File: config.mk
export PLATFORM = sky130hd
export DESIGN_NAME = irq_agg_top
export DESIGN_NICKNAME = d
export VERILOG_FILES = /design/src/rtl/irq_agg_pkg.sv /design/src/rtl/irq_agg_decode.sv /design/src/rtl/irq_agg_pending.sv /design/src/rtl/irq_agg_request.sv /design/src/rtl/irq_agg_top.sv
export SDC_FILE = /design/constraint.sdc
export NUM_CORES = 1
export LEC_CHECK = 0
export BUFFER_PORTS_ARGS = -buffer_cell sky130_fd_sc_hd__buf_2
export CORE_MARGIN = 10
export CORE_UTILIZATION = 47
export CTS_CLUSTER_SIZE = 25
export DETAILED_ROUTE_END_ITERATION = 6
export PLACE_DENSITY = 0.82
export SLEW_MARGIN = 25
export SYNTH_ARGS = -nofsm -noshare
export SYNTH_HDL_FRONTEND = slang
export SYNTH_HIERARCHICAL = 1
export SYNTH_SLANG_ARGS = --single-unit
File: constraint.sdc
create_clock -name clk -period 2.5 [get_ports clk]
set_input_delay 0.25 -clock clk [delete_from_list [all_inputs] [get_ports clk]]
set_output_delay 0.25 -clock clk [all_outputs]
set_load 0.02 [all_outputs]
File: src/rtl/irq_agg_pkg.sv
package irq_agg_pkg;
  typedef enum logic [1:0] {
    SEL_PCMD  = 2'd0,
    SEL_PMASK = 2'd1,
    SEL_SCMD  = 2'd2,
    SEL_SMASK = 2'd3
  } sel_e;

  localparam int SRC_N_DEF  = 8;
  localparam int DATA_W_DEF = 8;
  localparam int ACK_IDX_W  = 4;
endpackage

File: src/rtl/irq_agg_decode.sv
module irq_agg_decode
  import irq_agg_pkg::*;
#(
  parameter int NSRC = SRC_N_DEF,
  parameter int IDXW = ACK_IDX_W
) (
  input  logic [1:0]      sel,
  input  logic            wr,
  input  logic [IDXW-1:0] idx,
  output logic            ack_evt,
  output logic            mask_evt,
  output logic            sec_evt,
  output logic [NSRC-1:0] ack_vec
);
  // index to one-hot; out-of-range indices give an empty vector
  function automatic logic [NSRC-1:0] idx_to_vec(input logic [IDXW-1:0] n);
    logic [NSRC-1:0] v;
    v = '0;
    for (int i = 0; i < NSRC; i++)
      if (32'(n) == i) v[i] = 1'b1;
    return v;
  endfunction

  sel_e s;
  assign s        = sel_e'(sel);
  assign ack_evt  = wr && (s == SEL_PCMD);
  assign mask_evt = wr && (s == SEL_PMASK);
  assign sec_evt  = wr && (s == SEL_SMASK);
  assign ack_vec  = ack_evt ? idx_to_vec(idx) : '0;

  always_comb begin
    assert_ack_single_R4: assert ($onehot0(ack_vec));
  end
endmodule

File: src/rtl/irq_agg_pending.sv
module irq_agg_pending
  import irq_agg_pkg::*;
#(
  parameter int NSRC = SRC_N_DEF
) (
  input  logic            clk,
  input  logic            rst_n,
  input  logic [NSRC-1:0] raise_vec,
  input  logic [NSRC-1:0] clear_vec,
  input  logic [NSRC-1:0] ack_vec,
  output logic [NSRC-1:0] pend_q,
  output logic [NSRC-1:0] pend_nx
);
  // removals first, then raises on top so a raise wins a collision
  function automatic logic [NSRC-1:0] next_pend(
    input logic [NSRC-1:0] p, input logic [NSRC-1:0] r,
    input logic [NSRC-1:0] c, input logic [NSRC-1:0] a);
    return (p & ~c & ~a) | r;
  endfunction

  assign pend_nx = next_pend(pend_q, raise_vec, clear_vec, ack_vec);

  always_ff @(posedge clk) begin
    if (!rst_n) pend_q <= '0;
    else        pend_q <= pend_nx;
  end

  assert_raise_sets_R5: assert property (@(posedge clk) disable iff (!rst_n)
    1'b1 |=> ((pend_q & $past(raise_vec)) == $past(raise_vec)));

  assert_clear_removes_R6: assert property (@(posedge clk) disable iff (!rst_n)
    1'b1 |=> ((pend_q & $past(clear_vec & ~raise_vec)) == '0));

  assert_no_spurious_R10: assert property (@(posedge clk) disable iff (!rst_n)
    1'b1 |=> ((pend_q & ~$past(pend_q) & ~$past(raise_vec)) == '0));
endmodule

File: src/rtl/irq_agg_request.sv
module irq_agg_request
  import irq_agg_pkg::*;
#(
  parameter int NSRC = SRC_N_DEF
) (
  input  logic            clk,
  input  logic            rst_n,
  input  logic            raise_evt,
  input  logic            ack_evt,
  input  logic            mask_evt,
  input  logic            clear_evt,
  input  logic [NSRC-1:0] pend_nx,
  input  logic [NSRC-1:0] en_nx,
  output logic            irq_q
);
  logic live;
  assign live = |(pend_nx & en_nx);

  // event priority: raise, acknowledge, mask write, clear
  function automatic logic req_next(input logic cur, input logic r,
    input logic a, input logic m, input logic c, input logic l);
    if (r)      return 1'b1;
    else if (a) return 1'b0;
    else if (m) return l;
    else if (c) return cur & l;
    return cur;
  endfunction

  always_ff @(posedge clk) begin
    if (!rst_n) irq_q <= 1'b0;
    else        irq_q <= req_next(irq_q, raise_evt, ack_evt, mask_evt, clear_evt, live);
  end

  assert_raise_req_R5: assert property (@(posedge clk) disable iff (!rst_n)
    raise_evt |=> irq_q);

  assert_ack_drop_R4: assert property (@(posedge clk) disable iff (!rst_n)
    (ack_evt && !raise_evt) |=> !irq_q);

  assert_rise_cause_R3: assert property (@(posedge clk) disable iff (!rst_n)
    $rose(irq_q) |-> $past(raise_evt || mask_evt));
endmodule

File: src/rtl/irq_agg_top.sv
module irq_agg_top
  import irq_agg_pkg::*;
#(
  parameter int NSRC = SRC_N_DEF,
  parameter int DW   = DATA_W_DEF,
  parameter int IDXW = ACK_IDX_W
) (
  input  logic          clk,
  input  logic          rst_n,
  input  logic [1:0]    bus_sel,
  input  logic          bus_wr,
  input  logic [DW-1:0] bus_wdata,
  output logic [DW-1:0] bus_rdata,
  input  logic [NSRC-1:0] hw_raise,
  input  logic [NSRC-1:0] hw_clear,
  output logic          irq_req
);
  logic            ack_evt, mask_evt, sec_evt;
  logic            raise_evt, clear_evt;
  logic [NSRC-1:0] ack_vec, pend_q, pend_nx, en_nx;
  logic [NSRC-1:0] mask_q;
  logic [DW-1:0]   smask_q;

  assign raise_evt = |hw_raise;
  assign clear_evt = |hw_clear;

  irq_agg_decode #(.NSRC(NSRC), .IDXW(IDXW)) u_decode (
    .sel(bus_sel), .wr(bus_wr), .idx(bus_wdata[IDXW-1:0]),
    .ack_evt(ack_evt), .mask_evt(mask_evt), .sec_evt(sec_evt),
    .ack_vec(ack_vec));

  irq_agg_pending #(.NSRC(NSRC)) u_pending (
    .clk(clk), .rst_n(rst_n), .raise_vec(hw_raise), .clear_vec(hw_clear),
    .ack_vec(ack_vec), .pend_q(pend_q), .pend_nx(pend_nx));

  // the stored mask is the written byte; enable is its complement
  always_ff @(posedge clk) begin
    if (!rst_n) begin
      mask_q  <= '0;
      smask_q <= '0;
    end else begin
      if (mask_evt) mask_q  <= bus_wdata[NSRC-1:0];
      if (sec_evt)  smask_q <= bus_wdata;
    end
  end

  assign en_nx = mask_evt ? ~bus_wdata[NSRC-1:0] : ~mask_q;

  irq_agg_request #(.NSRC(NSRC)) u_request (
    .clk(clk), .rst_n(rst_n), .raise_evt(raise_evt), .ack_evt(ack_evt),
    .mask_evt(mask_evt), .clear_evt(clear_evt), .pend_nx(pend_nx),
    .en_nx(en_nx), .irq_q(irq_req));

  always_comb begin
    bus_rdata = '0;
    if (sel_e'(bus_sel) == SEL_PCMD) bus_rdata = DW'(pend_q);
  end

  assert_sec_hold_R8: assert property (@(posedge clk) disable iff (!rst_n)
    !sec_evt |=> $stable(smask_q));

  assert_mask_stored_R2: assert property (@(posedge clk) disable iff (!rst_n)
    mask_evt |=> (mask_q == $past(bus_wdata[NSRC-1:0])));
endmodule

# ---- After elaboration in Yosys (flattened, before gate mapping)
# Cells that the tools add are included.
dict set report word_totals {
  register_bits 17
  inputBits 29
  output_inout_bits 9
  wordCells 47
}
dict set report classes {
  n_eq_ne 8
  muxes 20
  bitwise 9
  n_reduce_logical 7
}
# operator n
set op_table {}
lappend op_table {{$not 8->8} 4}
lappend op_table {{$and 8x8->8} 3}
lappend op_table {{$mux 8} 3}
lappend op_table {{$reduce_or 8->1} 3}
lappend op_table {{$mux 1} 17}
lappend op_table {{$eq 4x3->1 const B} 4}
lappend op_table {{$eq 4x2->1 const B} 2}
lappend op_table {{$or 8x8->8} 1}
lappend op_table {{$eq 4x1->1 const B} 1}
lappend op_table {{$logic_not 4->1} 1}
lappend op_table {{$eq 2x1->1 const B} 1}
lappend op_table {{$logic_and 1x1->1} 2}
lappend op_table {{$logic_not 2->1} 1}
lappend op_table {{$and 1x1->1} 1}

# ---- Logic depth before layout (Yosys ltp)
dict set report logic_depth {
  depth_word 13
  depth_mapped 7
  mapped_depth_nobuf 7
}

# ---- By module
# The synthesis kept the hierarchy.
# module instances cells_each area_per_inst_um2
set by_module_without_submodules {}
lappend by_module_without_submodules {irq_agg_top 1 40 387.9}
lappend by_module_without_submodules {irq_agg_pending 1 33 375.4}
lappend by_module_without_submodules {irq_agg_decode 1 16 113.9}
lappend by_module_without_submodules {irq_agg_request 1 9 87.6}

# ---- Worst setup path before layout
# Ideal clock, no wire load.
dict set report synth_timing {
  kind {in2reg}
  from {in bus_sel[1]}
  to {reg u_request.irq_q}
  arrival_time_ps 1756
  t_required_ps 2371
  setup_slack_ps 614
  stages 7
  path_buffers 0
  cell_sequence {or4b_4 -> nor4b_2 -> nor3b_2 -> or2_1 -> o2bb2ai_1 -> a221oi_1 -> a31oi_1}
}
dict set report synth_via {
  elab_chain_cells 13
  elab_cells_between_ends 20
  cone_classes {1 x eq/ne; 10 x mux; 5 x bitwise; 4 x reduce/logical}
}
# item line
set synth_rtl {}
lappend synth_rtl {{start: declaration} irq_agg_top.sv:10} ;# input logic [1:0] bus_sel,
lappend synth_rtl {{$logic_not 2->1 *} irq_agg_decode.sv:26} ;# assign ack_evt = wr && (s == SEL_PCMD);
lappend synth_rtl {{$logic_and 1x1->1 *} irq_agg_decode.sv:26}
lappend synth_rtl {{$mux 8 *} irq_agg_decode.sv:29} ;# assign ack_vec = ack_evt ? idx_to_vec(idx) : '0;
lappend synth_rtl {{named net ack_vec[4]} irq_agg_top.sv:20} ;# logic [NSRC-1:0] ack_vec, pend_q, pend_nx, en_nx;
lappend synth_rtl {{$not 8->8 *} irq_agg_pending.sv:18} ;# return (p & ~c & ~a) | r;
lappend synth_rtl {{$and 8x8->8 *} irq_agg_pending.sv:18}
lappend synth_rtl {{$or 8x8->8 *} irq_agg_pending.sv:18}
lappend synth_rtl {{named net pend_nx[4]} irq_agg_top.sv:20}
lappend synth_rtl {{$and 8x8->8 *} irq_agg_request.sv:17} ;# assign live = |(pend_nx & en_nx);
lappend synth_rtl {{$reduce_or 8->1 *} irq_agg_request.sv:17}
lappend synth_rtl {{$and 1x1->1} irq_agg_request.sv:25} ;# else if (c) return cur & l;
lappend synth_rtl {{$mux 1} irq_agg_request.sv:25}
lappend synth_rtl {{$mux 1 *} irq_agg_request.sv:24} ;# else if (m) return l;
lappend synth_rtl {{$mux 1 *} irq_agg_request.sv:23} ;# else if (a) return 1'b0;
lappend synth_rtl {{$mux 1 *} irq_agg_request.sv:22} ;# if (r) return 1'b1;
lappend synth_rtl {{end signal: assignment} irq_agg_request.sv:31} ;# else irq_q <= req_next(irq_q, raise_evt, ack_evt, mask_evt, clear_evt, live);
lappend synth_rtl {{end: declaration} irq_agg_request.sv:14} ;# output logic irq_q
# The timed path passes the listed nets; every way through them passes the cells marked *. The select of a mux whose other input is x is not followed.
# A chain may end at the register's enable or synchronous reset.

# ---- Final worst setup path
# Ends and elaborated chain as after synthesis.

==> results.cfg <==
[route]
dr.pass1.iters = 4
post_drt_wl_per_cell_microns = 14.9
wl_microns = 2450
antenna_left = 0
drc_errors = 0
vias_per_cell = 5.21
drt_iter0_markers = 25
num_vias = 854

[die]
io_pins = 38
fp.coreArea_sq_um = 1940
fp.dieW_microns = 65.2
die_h_microns = 65.2
die_area_sq_um = 4250
start_util_pct = 49.4
std_cell_rows = 16

[timing]
timing_hold_violations_final = 0
final_max_slew_viol_count = 0
slew_headroom_pct = 71.6
rsz0062_at_grt = no
worst_pin_slew_ns = 0.425
finalSetupViolations = 0
max_freq_mhz = 541
holdWs_ns = 0.194
finalSetupTns_ns = 0
fin_crit_ns = 1.85
finalCritPeriodShare_pct = 74.0
clock_skew_ns = 0.0114

[placement]
placed_cells = 160
portBuffers = 37
place_hpwl_microns = 2020
gp_congestion = 0.815

[synthesis]
synth_warnings = 6
syn_area_per_cell_sq_um = 9.88
syn_inst = 97
syn_nets = 126
post_synth_instance_area_sq_um = 958

[clocking]
cts.sinks = 17
clk_latency_ns = 0.29
htreeDepth = 1
clockRootBuffer = clkbuf_4
cts_buffers = 3
cts_resized = 0
clk_pin_slew_ns = 0.11
post-cts-setup-buffers = 0
clockBufferDepth = 2
cts_tree = built
cts.hold.buffers_added = 0

[pwr]
p_leak_nw = 0.485
vdd.ir_drop.worst_v = 0.000344
powerDensity_nw_per_um2 = 455

[final_layout]
area.growth.synth_to_final_pct = 24.7
antenna_cells = 0
nFillCells = 182
final_layout_size_suffix_gt1_share_pct = 39.4
stdcell_count = 164
final_util_pct = 61.5
nNetsFinal = 167

[global_route]
antenna_found_initial = 0
grt_pass1_vias = 915
grt_pass1_wl_microns = 4080
gr-total-overflow = 0
grt_max_degree = 18
groute.usage.overall_pct = 11.9

[min_path]
hold_path_startpoint = hw_raise[6]
min_path_cells = 2
whs_endpoint = u_pending/pend_q[6]$_SDFF_PN0_
min_path_type = in2reg

[job]
drv_cap = 0

[critical_path]
worstSetupEndpointType = register
crit_fanout = 5
cp.required_ns = 2.66
r2r_slack_ns = 1.16
cp_data_arrival_time_ns = 2.01
crit_type = in2reg
r2r_end = u_request/irq_q$_SDFFE_PN0P_
reg2reg_from = u_pending/pend_q[3]$_SDFF_PN0_
critPathLaunchType = primary input
rr_worst_depth = 5

[run_status]
status = completed
[report_power, final]
| group | total (mW) | internal [mW] | switching (mW) |
|---|---|---|---|
| logic | 0.108 | 0.0538 | 0.0540 |
| registers | 0.289 | 0.284 | 0.00476 |
| clock network | 0.147 | 0.0618 | 0.0850 |
| total | 0.544 | 0.400 | 0.144 |
[worst max-delay path by stage]
stage	from	endpoint	slack (ns)	cells past startpoint
after floorplan	bus_sel[1]	u_request/irq_q$_SDFFE_PN0P_	0.61	7
after global placement	bus_sel[1]	u_request/irq_q$_SDFFE_PN0P_	0.43	8
after detailed placement	bus_sel[1]	u_request/irq_q$_SDFFE_PN0P_	0.35	8
after CTS	bus_sel[1]	u_request/irq_q$_SDFFE_PN0P_	0.66	8
after global routing	bus_sel[1]	u_request/irq_q$_SDFFE_PN0P_	0.57	8
final	bus_sel[1]	u_request/irq_q$_SDFFE_PN0P_	0.65	8
[layout make-up]
cell class	instances	area (sq um)	share of cell area, %
Tap cell	27	33.8	2.83
Timing Repair Buffer	38	193	16.1
Clock buffer	4	26.3	2.20
Multi-Input combinational cell	78	602	50.4
Sequential cell	17	340	28.5
[critical path, cell delays in order]
cell	delay, ns
buf_2	0.12
or4b_4	0.57
nor4b_2	0.33
nor3b_2	0.09
or2_1	0.21
o2bb2ai_1	0.11
a221oi_1	0.20
a31oi_1	0.11
[routing by layer]
layer,global-route usage (%),wire length [microns],share of wire [%]
met1,13.8,1060,43
met2,20.1,1220,50
met3,3.22,128,5.2
met4,5.08,36,1.5
met5,0,0,0
[flip-flops by register name, summed over array words and instances (netlist names)]
signal / count
mask_q: 8
u_pending/pend_q: 8
u_request/irq_q: 1
[cells in the final DEF, fill, tap and decap left out, types with 6 or more instances in the layout]
master   count
nor2b_1      8
nor3b_2      8
buf_2       37
or2_1        8
nor2_1       6
o21a_1       8
and2_1       8
mux2i_1      8
dfxtp_1     17
nor4_1       6
[through the flow]
stage	total power, mW	worst slack [ns]	area, sq um
floorplan	0.354	0.614	958
global placement	0.400	0.426	1170
detailed placement	0.403	0.352	1170
CTS	0.549	0.655	1190
global route	0.572	0.568	1190
finish	0.544	0.651	1190
Power figures use the tool's default switching activity.
